--- src/rtl/pll_ctrl_pkg.sv ---
`timescale 1ns/1ps
package pll_ctrl_pkg;
  localparam int R_W         = 6;
  localparam int M_W         = 9;
  localparam int A_W         = 4;
  localparam int FREQ_W      = 20;
  localparam int ENH_W       = 8;
  localparam int SYNC_STAGES = 2;
  localparam int RST_STAGES  = 2;

  // option word bit positions
  localparam int ENH_MAIN = 2;
  localparam int ENH_PD   = 3;
  localparam int ENH_LOAD = 4;
  localparam int ENH_MSEL = 5;
  localparam int ENH_REF  = 6;
  localparam int ENH_LO   = ENH_MAIN;
  localparam int ENH_HI   = ENH_REF;

  // synchroniser channel indices
  localparam int CH_CLK  = 0;
  localparam int CH_DAT  = 1;
  localparam int CH_LOAD = 2;
  localparam int CH_ENH  = 3;
  localparam int N_CH    = 4;

  typedef enum logic [1:0] {SYNC_LEVEL, SYNC_RISE, SYNC_FALL} sync_kind_e;

  typedef struct packed {
    logic [R_W-1:0] r;
    logic [M_W-1:0] m;
    logic [A_W-1:0] a;
    logic           bypass;
  } freq_fields_t;

  function automatic sync_kind_e chan_kind(int idx);
    return (idx == CH_CLK || idx == CH_LOAD) ? SYNC_RISE : SYNC_LEVEL;
  endfunction
endpackage

--- src/rtl/pll_edge_sync.sv ---
`timescale 1ns/1ps
module pll_edge_sync
  import pll_ctrl_pkg::*;
#(
  parameter int         STAGES = 2,
  parameter sync_kind_e KIND   = SYNC_LEVEL
) (
  input  logic clk,
  input  logic rst_n,
  input  logic din,
  output logic sig_o
);
  logic [STAGES-1:0] sq_q, sq_nx;

  always_comb begin
    sq_nx = {sq_q[STAGES-2:0], din};
  end

  always_ff @(posedge clk or negedge rst_n) begin
    if (!rst_n) sq_q <= '0;
    else        sq_q <= sq_nx;
  end

  generate
    if (KIND == SYNC_LEVEL) begin : g_level
      assign sig_o = sq_q[STAGES-1];
    end else begin : g_edge
      logic prev_q;
      always_ff @(posedge clk or negedge rst_n) begin
        if (!rst_n) prev_q <= 1'b0;
        else        prev_q <= sq_q[STAGES-1];
      end
      if (KIND == SYNC_RISE) begin : g_rise
        assign sig_o = sq_q[STAGES-1] & ~prev_q;
      end else begin : g_fall
        assign sig_o = ~sq_q[STAGES-1] & prev_q;
      end
    end
  endgenerate
endmodule

--- src/rtl/pll_shadow_reg.sv ---
`timescale 1ns/1ps
module pll_shadow_reg #(
  parameter int WIDTH = 20
) (
  input  logic             clk,
  input  logic             rst_n,
  input  logic             shift_en,
  input  logic             bit_in,
  input  logic             commit,
  output logic [WIDTH-1:0] word_q
);
  logic [WIDTH-1:0] sh_q, sh_nx, word_nx;

  always_comb begin
    sh_nx   = sh_q;
    word_nx = word_q;
    if (shift_en) sh_nx   = {bit_in, sh_q[WIDTH-1:1]};
    if (commit)   word_nx = sh_q;
  end

  always_ff @(posedge clk or negedge rst_n) begin
    if (!rst_n) begin
      sh_q   <= '0;
      word_q <= '0;
    end else begin
      sh_q   <= sh_nx;
      word_q <= word_nx;
    end
  end
endmodule

--- src/rtl/pll_freq_map.sv ---
`timescale 1ns/1ps
module pll_freq_map
  import pll_ctrl_pkg::*;
(
  input  logic [FREQ_W-1:0] word,
  input  logic              mode_dir,
  input  logic [R_W-1:0]    dir_r,
  input  logic [M_W-1:0]    dir_m,
  input  logic [A_W-1:0]    dir_a,
  output freq_fields_t      fld
);
  localparam int M_LOW_N  = M_W - 2;
  localparam int M_LOW_B  = 5;
  localparam int R_LOW_N  = R_W - 2;
  localparam int R_LOW_B  = M_LOW_B + M_LOW_N;
  localparam int A_B      = R_LOW_B + R_LOW_N;

  freq_fields_t ser_f;

  always_comb begin
    ser_f        = '0;
    ser_f.r[R_W-1] = word[0];
    ser_f.r[R_W-2] = word[1];
    ser_f.m[M_W-1] = word[2];
    ser_f.m[M_W-2] = word[3];
    ser_f.bypass   = word[4];
    for (int k = 0; k < M_LOW_N; k++) ser_f.m[M_LOW_N-1-k] = word[M_LOW_B+k];
    for (int k = 0; k < R_LOW_N; k++) ser_f.r[R_LOW_N-1-k] = word[R_LOW_B+k];
    for (int k = 0; k < A_W; k++)     ser_f.a[A_W-1-k]     = word[A_B+k];
  end

  always_comb begin
    if (mode_dir) begin
      fld.r      = dir_r;
      fld.m      = dir_m;
      fld.a      = dir_a;
      fld.bypass = 1'b0;
    end else begin
      fld = ser_f;
    end
  end
endmodule

--- src/rtl/pll_enh_ctl.sv ---
`timescale 1ns/1ps
module pll_enh_ctl
  import pll_ctrl_pkg::*;
(
  input  logic [ENH_HI:ENH_LO] ctl_bits,
  input  logic                 enh_en_n,
  input  logic                 main_tick,
  input  logic                 ref_tick,
  input  logic                 mod_sel,
  output logic                 pwr_down,
  output logic                 cnt_load,
  output logic                 dbg_out
);
  logic [ENH_HI:ENH_LO] act;

  assign act      = enh_en_n ? '0 : ctl_bits;
  assign pwr_down = act[ENH_PD];
  assign cnt_load = act[ENH_LOAD];
  assign dbg_out  = (act[ENH_MAIN] & main_tick) |
                    (act[ENH_MSEL] & mod_sel)   |
                    (act[ENH_REF]  & ref_tick);
endmodule

--- src/rtl/pll_serial_ctrl.sv ---
`timescale 1ns/1ps
module pll_serial_ctrl
  import pll_ctrl_pkg::*;
(
  input  logic           clk,
  input  logic           rst_n,
  input  logic           ser_clk,
  input  logic           ser_dat,
  input  logic           load_stb,
  input  logic           enh_sel,
  input  logic           mode_dir,
  input  logic           enh_en_n,
  input  logic [R_W-1:0] dir_r,
  input  logic [M_W-1:0] dir_m,
  input  logic [A_W-1:0] dir_a,
  input  logic           main_tick,
  input  logic           ref_tick,
  input  logic           mod_sel,
  output logic [R_W-1:0] div_r,
  output logic [M_W-1:0] div_m,
  output logic [A_W-1:0] div_a,
  output logic           bypass,
  output logic           pwr_down,
  output logic           cnt_load,
  output logic           dbg_out
);
  // reset: asserted asynchronously, released on the clock
  logic [RST_STAGES-1:0] rst_pipe_q;
  logic                  rst_ni;

  always_ff @(posedge clk or negedge rst_n) begin
    if (!rst_n) rst_pipe_q <= '0;
    else        rst_pipe_q <= {rst_pipe_q[RST_STAGES-2:0], 1'b1};
  end
  assign rst_ni = rst_pipe_q[RST_STAGES-1];

  // synchronise the serial controls
  logic [N_CH-1:0] raw_in, syn_out;
  assign raw_in[CH_CLK]  = ser_clk;
  assign raw_in[CH_DAT]  = ser_dat;
  assign raw_in[CH_LOAD] = load_stb;
  assign raw_in[CH_ENH]  = enh_sel;

  for (genvar g = 0; g < N_CH; g++) begin : g_sync
    pll_edge_sync #(
      .STAGES (SYNC_STAGES),
      .KIND   (chan_kind(g))
    ) u_sync (
      .clk   (clk),
      .rst_n (rst_ni),
      .din   (raw_in[g]),
      .sig_o (syn_out[g])
    );
  end

  logic clk_rise, dat_lvl, load_rise, enh_lvl, enh_d_q, enh_fall;
  assign clk_rise  = syn_out[CH_CLK];
  assign dat_lvl   = syn_out[CH_DAT];
  assign load_rise = syn_out[CH_LOAD];
  assign enh_lvl   = syn_out[CH_ENH];

  always_ff @(posedge clk or negedge rst_ni) begin
    if (!rst_ni) enh_d_q <= 1'b0;
    else         enh_d_q <= enh_lvl;
  end
  assign enh_fall = enh_d_q & ~enh_lvl;

  logic freq_shift, enh_shift;
  assign freq_shift = clk_rise & ~enh_lvl;
  assign enh_shift  = clk_rise &  enh_lvl;

  logic [FREQ_W-1:0] freq_word;
  logic [ENH_W-1:0]  enh_word;

  pll_shadow_reg #(.WIDTH(FREQ_W)) u_freq_sh (
    .clk      (clk),
    .rst_n    (rst_ni),
    .shift_en (freq_shift),
    .bit_in   (dat_lvl),
    .commit   (load_rise),
    .word_q   (freq_word)
  );

  pll_shadow_reg #(.WIDTH(ENH_W)) u_enh_sh (
    .clk      (clk),
    .rst_n    (rst_ni),
    .shift_en (enh_shift),
    .bit_in   (dat_lvl),
    .commit   (enh_fall),
    .word_q   (enh_word)
  );

  freq_fields_t fld;

  pll_freq_map u_map (
    .word     (freq_word),
    .mode_dir (mode_dir),
    .dir_r    (dir_r),
    .dir_m    (dir_m),
    .dir_a    (dir_a),
    .fld      (fld)
  );

  assign div_r  = fld.r;
  assign div_m  = fld.m;
  assign div_a  = fld.a;
  assign bypass = fld.bypass;

  pll_enh_ctl u_enh (
    .ctl_bits  (enh_word[ENH_HI:ENH_LO]),
    .enh_en_n  (enh_en_n),
    .main_tick (main_tick),
    .ref_tick  (ref_tick),
    .mod_sel   (mod_sel),
    .pwr_down  (pwr_down),
    .cnt_load  (cnt_load),
    .dbg_out   (dbg_out)
  );
endmodule

--- config.mk ---
export PLATFORM = sky130hd
export DESIGN_NAME = pll_serial_ctrl
export DESIGN_NICKNAME = d
export VERILOG_FILES = /design/src/rtl/pll_ctrl_pkg.sv /design/src/rtl/pll_edge_sync.sv /design/src/rtl/pll_shadow_reg.sv /design/src/rtl/pll_freq_map.sv /design/src/rtl/pll_enh_ctl.sv /design/src/rtl/pll_serial_ctrl.sv
export SDC_FILE = /design/constraint.sdc
export NUM_CORES = 1
export LEC_CHECK = 0
export BUFFER_PORTS_ARGS = -buffer_cell sky130_fd_sc_hd__buf_2
export CAP_MARGIN = 5
export CELL_PAD_IN_SITES_DETAIL_PLACEMENT = 0
export CELL_PAD_IN_SITES_GLOBAL_PLACEMENT = 2
export CORE_UTILIZATION = 40
export CTS_CLUSTER_DIAMETER = 30
export DETAILED_ROUTE_END_ITERATION = 10
export PLACE_DENSITY_LB_ADDON = 0.1
export SLEW_MARGIN = 20
export SYNTH_ARGS = -nofsm -noshare
export SYNTH_HDL_FRONTEND = slang
export SYNTH_SLANG_ARGS = --single-unit
--- constraint.sdc ---
create_clock -name clk -period 5.2 [get_ports clk]
set_clock_uncertainty 0.15 [all_clocks]
set_input_delay 0.78 -clock clk [delete_from_list [all_inputs] [get_ports clk]]
set_output_delay 0.78 -clock clk [all_outputs]
set_load 0.005 [all_outputs]
==> summary.md <==
| Metric | Value |
|---|---|
| Status | finished clean |
| Vias in the first global route | between 1000 and 1500 |
| Endpoint class of the critical path | output pin |
| Antenna violations before repair | 0 |
| Pre-antenna DRT Iters | 4 |
| Diode count | 0 |
| Cell taking the most area after synthesis | dfrtp_1 |
| Post-route cell area | slightly above 3000 sq um |
| Synth top cells by count | 68 x mux2_2, 64 x dfrtp_1, 5 x nor2b_1 |
| Top FF cell, synth | dfrtp_1 |
| Post-synth top area share | between 60% and 70% |
| Core area | around 6000 sq um |
| Top-count cell post-synth | mux2_2 |
| DR vias | between 1000 and 1500 |
| Placed cell area | ~2800 sq um |
| Worst rel slew slack | about 34% |
| Die ar. | between 6000 and 7000 sq um |
| Routed vias/inst | 4.76 |
| Clk root buf | clkbuf_8 |
| TritonCTS Buffers | 9 |
| Worst path arrival time | ~1.7 ns |
| Detailed Place HPWL | between 2 and 3 mm |
| Area delta synth->final | 22.1% |
| Wire length of the first global-routing pass | around 6.6 mm |
| Min-delay worst type | reg2async |
| Worst skew pair latency | 0.33 ns |
| Period minus WS final | 2.61 ns |
| Reg clk slew, reported paths | ~0.07 ns |
| Hold Fails Final Rpt | 0 |
| First DRT Iteration DRCs | 53 |
| Number of port buffers | 52 |
| CP required | about 4.3 ns |
| Total chip power | about 1.3 mW |
| Pre-CTS WS | 2.58 ns |
| Final Max Tran Viols | 0 |
| Final setup TNS | 0 ns |
| CTS Sinks | 64 |
| Post_cts resized | 0 |
| Total gr overflow | 0 |
| LEAKAGE | about 1.5 nW |
| Nets@finish | 238 |
| YS warnings | 0 |
| Number of flops mapped to enable cells by yosys | 0 |
| Clk buf depth | 2 |
| GPL Wtd Cong | just under 0.7 |
| # IOs | 53 |
| Antenna-violating nets left | 0 |
| Hold_buf cts | 0 |
| Slew @ Worst Pin | 0.984 ns |
| Finish-stage setup viols | 0 |
| Share of layout cells above drive strength 1 | between 60% and 70% |
| H-tree depth | 3 |
| Die width | roughly 80 um |
| RSZ-0062 raised after global routing | false |
| Ranking of synthesized cells by area | dfrtp_1 64%, mux2_2 31%, nor2b_1 1.2%, buf_6 0.90%, mux2_1 0.90% |
| Final WL | ~4 mm |
| FFs w/ async S/R, synth | 100% |
| Mapped Area | about 2500 sq um |
| Area of the multi-input gates | just under 900 sq um |
| Routed WL per cell | about 14 um |
| Achievable frequency | roughly 380 MHz |
| CP Class | in2out |
| Largest net degree at the start of global routing | 44 |
| Tcrit/Tclk final | 50.1% |
| Hold Slack | 0.0487 ns |
| Setup bufs post-CTS | 0 |
| Initial Util | a little over two fifths |
| PD cells | approximately 430 nW/um^2 |
| Synth cell types | 12 |
| Maximum vdd drop | between 0.2 and 0.3 mV |
| Yosys reg bits | 64 |
| Syn Area/Cell | about 17 sq um |
| Filler cells | between 500 and 600 |
| Net Count, Synth | between 150 and 200 |
| Worst setup SP type | input pin |
| Vert. Die Dim | 81.2 um |
| CP max FO | 20 |
| Cell count after synthesis | 150 |
| Min setup slack post-route | approximately 2.6 ns |
| # rows | 28 |
| Max-Cap Viols | 0 |
| CTS tree | built |
| # DRC | 0 |
| FF+latch area | approximately 1600 sq um |
| Post-synthesis sequential area ratio | a little under two thirds |
| GRT Resource Usage Total | 13.7% |
cell families (layout without fill, tap and decap cells):
logic type,count (synthesis),after routing,share of synthesized area [%]
other,1,1,0.150
multiplexers,70,70,31.5
AO/OA/AOI/OAI,1,1,0.399
AND/OR/NAND/NOR,8,8,2.20
flip-flops,64,64,63.9
buffers and inverters,6,69,1.90
worst max-delay path: stages:
cell    delay, ns
buf_2        0.37
mux2_2       0.39
buf_2        0.13
final cells by class:
class                           count  share of cell area [%]
Tap cell                           75                    3.07
Timing Repair Buffer               53                    8.75
Clock buffer                       13                    5.19
Clock inverter                      3                    2.13
Sequential cell                    64                    52.4
Multi-Input combinational cell     80                    28.5
per-stage QoR:
| step | util, % | instances |
|---|---|---|
| after global routing | 51.1 | 288 |
| after floorplan | - | 150 |
| after detailed placement | 47.2 | 272 |
| final | 51.1 | 288 |
| after global placement | 47.2 | 272 |
| after CTS | 51.0 | 288 |
final timing paths:
kind / slack (ns) / start / endpoint / depth (start not counted)
max: 2.59 / mode_dir / div_r[4] / 3
min: 0.05 / rst_pipe_q[1]$_DFF_PN0_ / g_sync[0].u_sync.sq_q[0]$_DFF_PN0_ / 0
max reg2reg: 3.25 / g_sync[3].u_sync.sq_q[1]$_DFF_PN0_ / u_freq_sh.sh_q[11]$_DFFE_PN0P_ / 2
min reg2reg: 0.05 / rst_pipe_q[1]$_DFF_PN0_ / g_sync[0].u_sync.sq_q[0]$_DFF_PN0_ / 0
max in group asynchronous: 3.96 / rst_pipe_q[1]$_DFF_PN0_ / u_freq_sh.sh_q[11]$_DFFE_PN0P_ / 1
min in group clk: 0.20 / g_sync[0].u_sync.sq_q[0]$_DFF_PN0_ / g_sync[0].u_sync.sq_q[1]$_DFF_PN0_ / 0
where the power goes:
| group | internal, mW | switching (mW) | leakage [nW] |
|---|---|---|---|
| combinational | 0.126 | 0.0613 | 0.590 |
| clock | 0.296 | 0.179 | 0.114 |
| sequential | 0.599 | 0.0607 | 0.821 |
| total | 1.02 | 0.301 | 1.52 |
cell usage in the layout (no fill, tap or decap), drive strengths merged:
| cell type | count |
|---|---|
| dfrtp | 64 |
| clkinv | 1 |
| nand3b | 1 |
| bufinv | 2 |
| conb | 1 |
| nor3b | 1 |
| a222oi | 1 |
| mux2 | 70 |
| buf | 53 |
| clkbuf | 13 |
| nor2b | 5 |
| nor2 | 1 |
metal layers:
metal  vias to the layer above  track usage (%)  wire length, um
met3                         8             3.15              200
met5                         -                0                0
li1                        645                -                -
met1                       675             18.9             1950
met2                        42             19.8             1730
met4                         0             8.04               76
state kept, by name, summed over array words and instances (netlist names):
signal and cells:
u_enh_sh.sh_q 6, u_enh_sh.word_q 5, u_freq_sh.sh_q 20, u_freq_sh.word_q 20, enh_d_q 1, g_sync.u_sync.g_edge.prev_q 2, g_sync.u_sync.sq_q 8, rst_pipe_q 2
No activity file was read; power rests on OpenSTA's default activity.
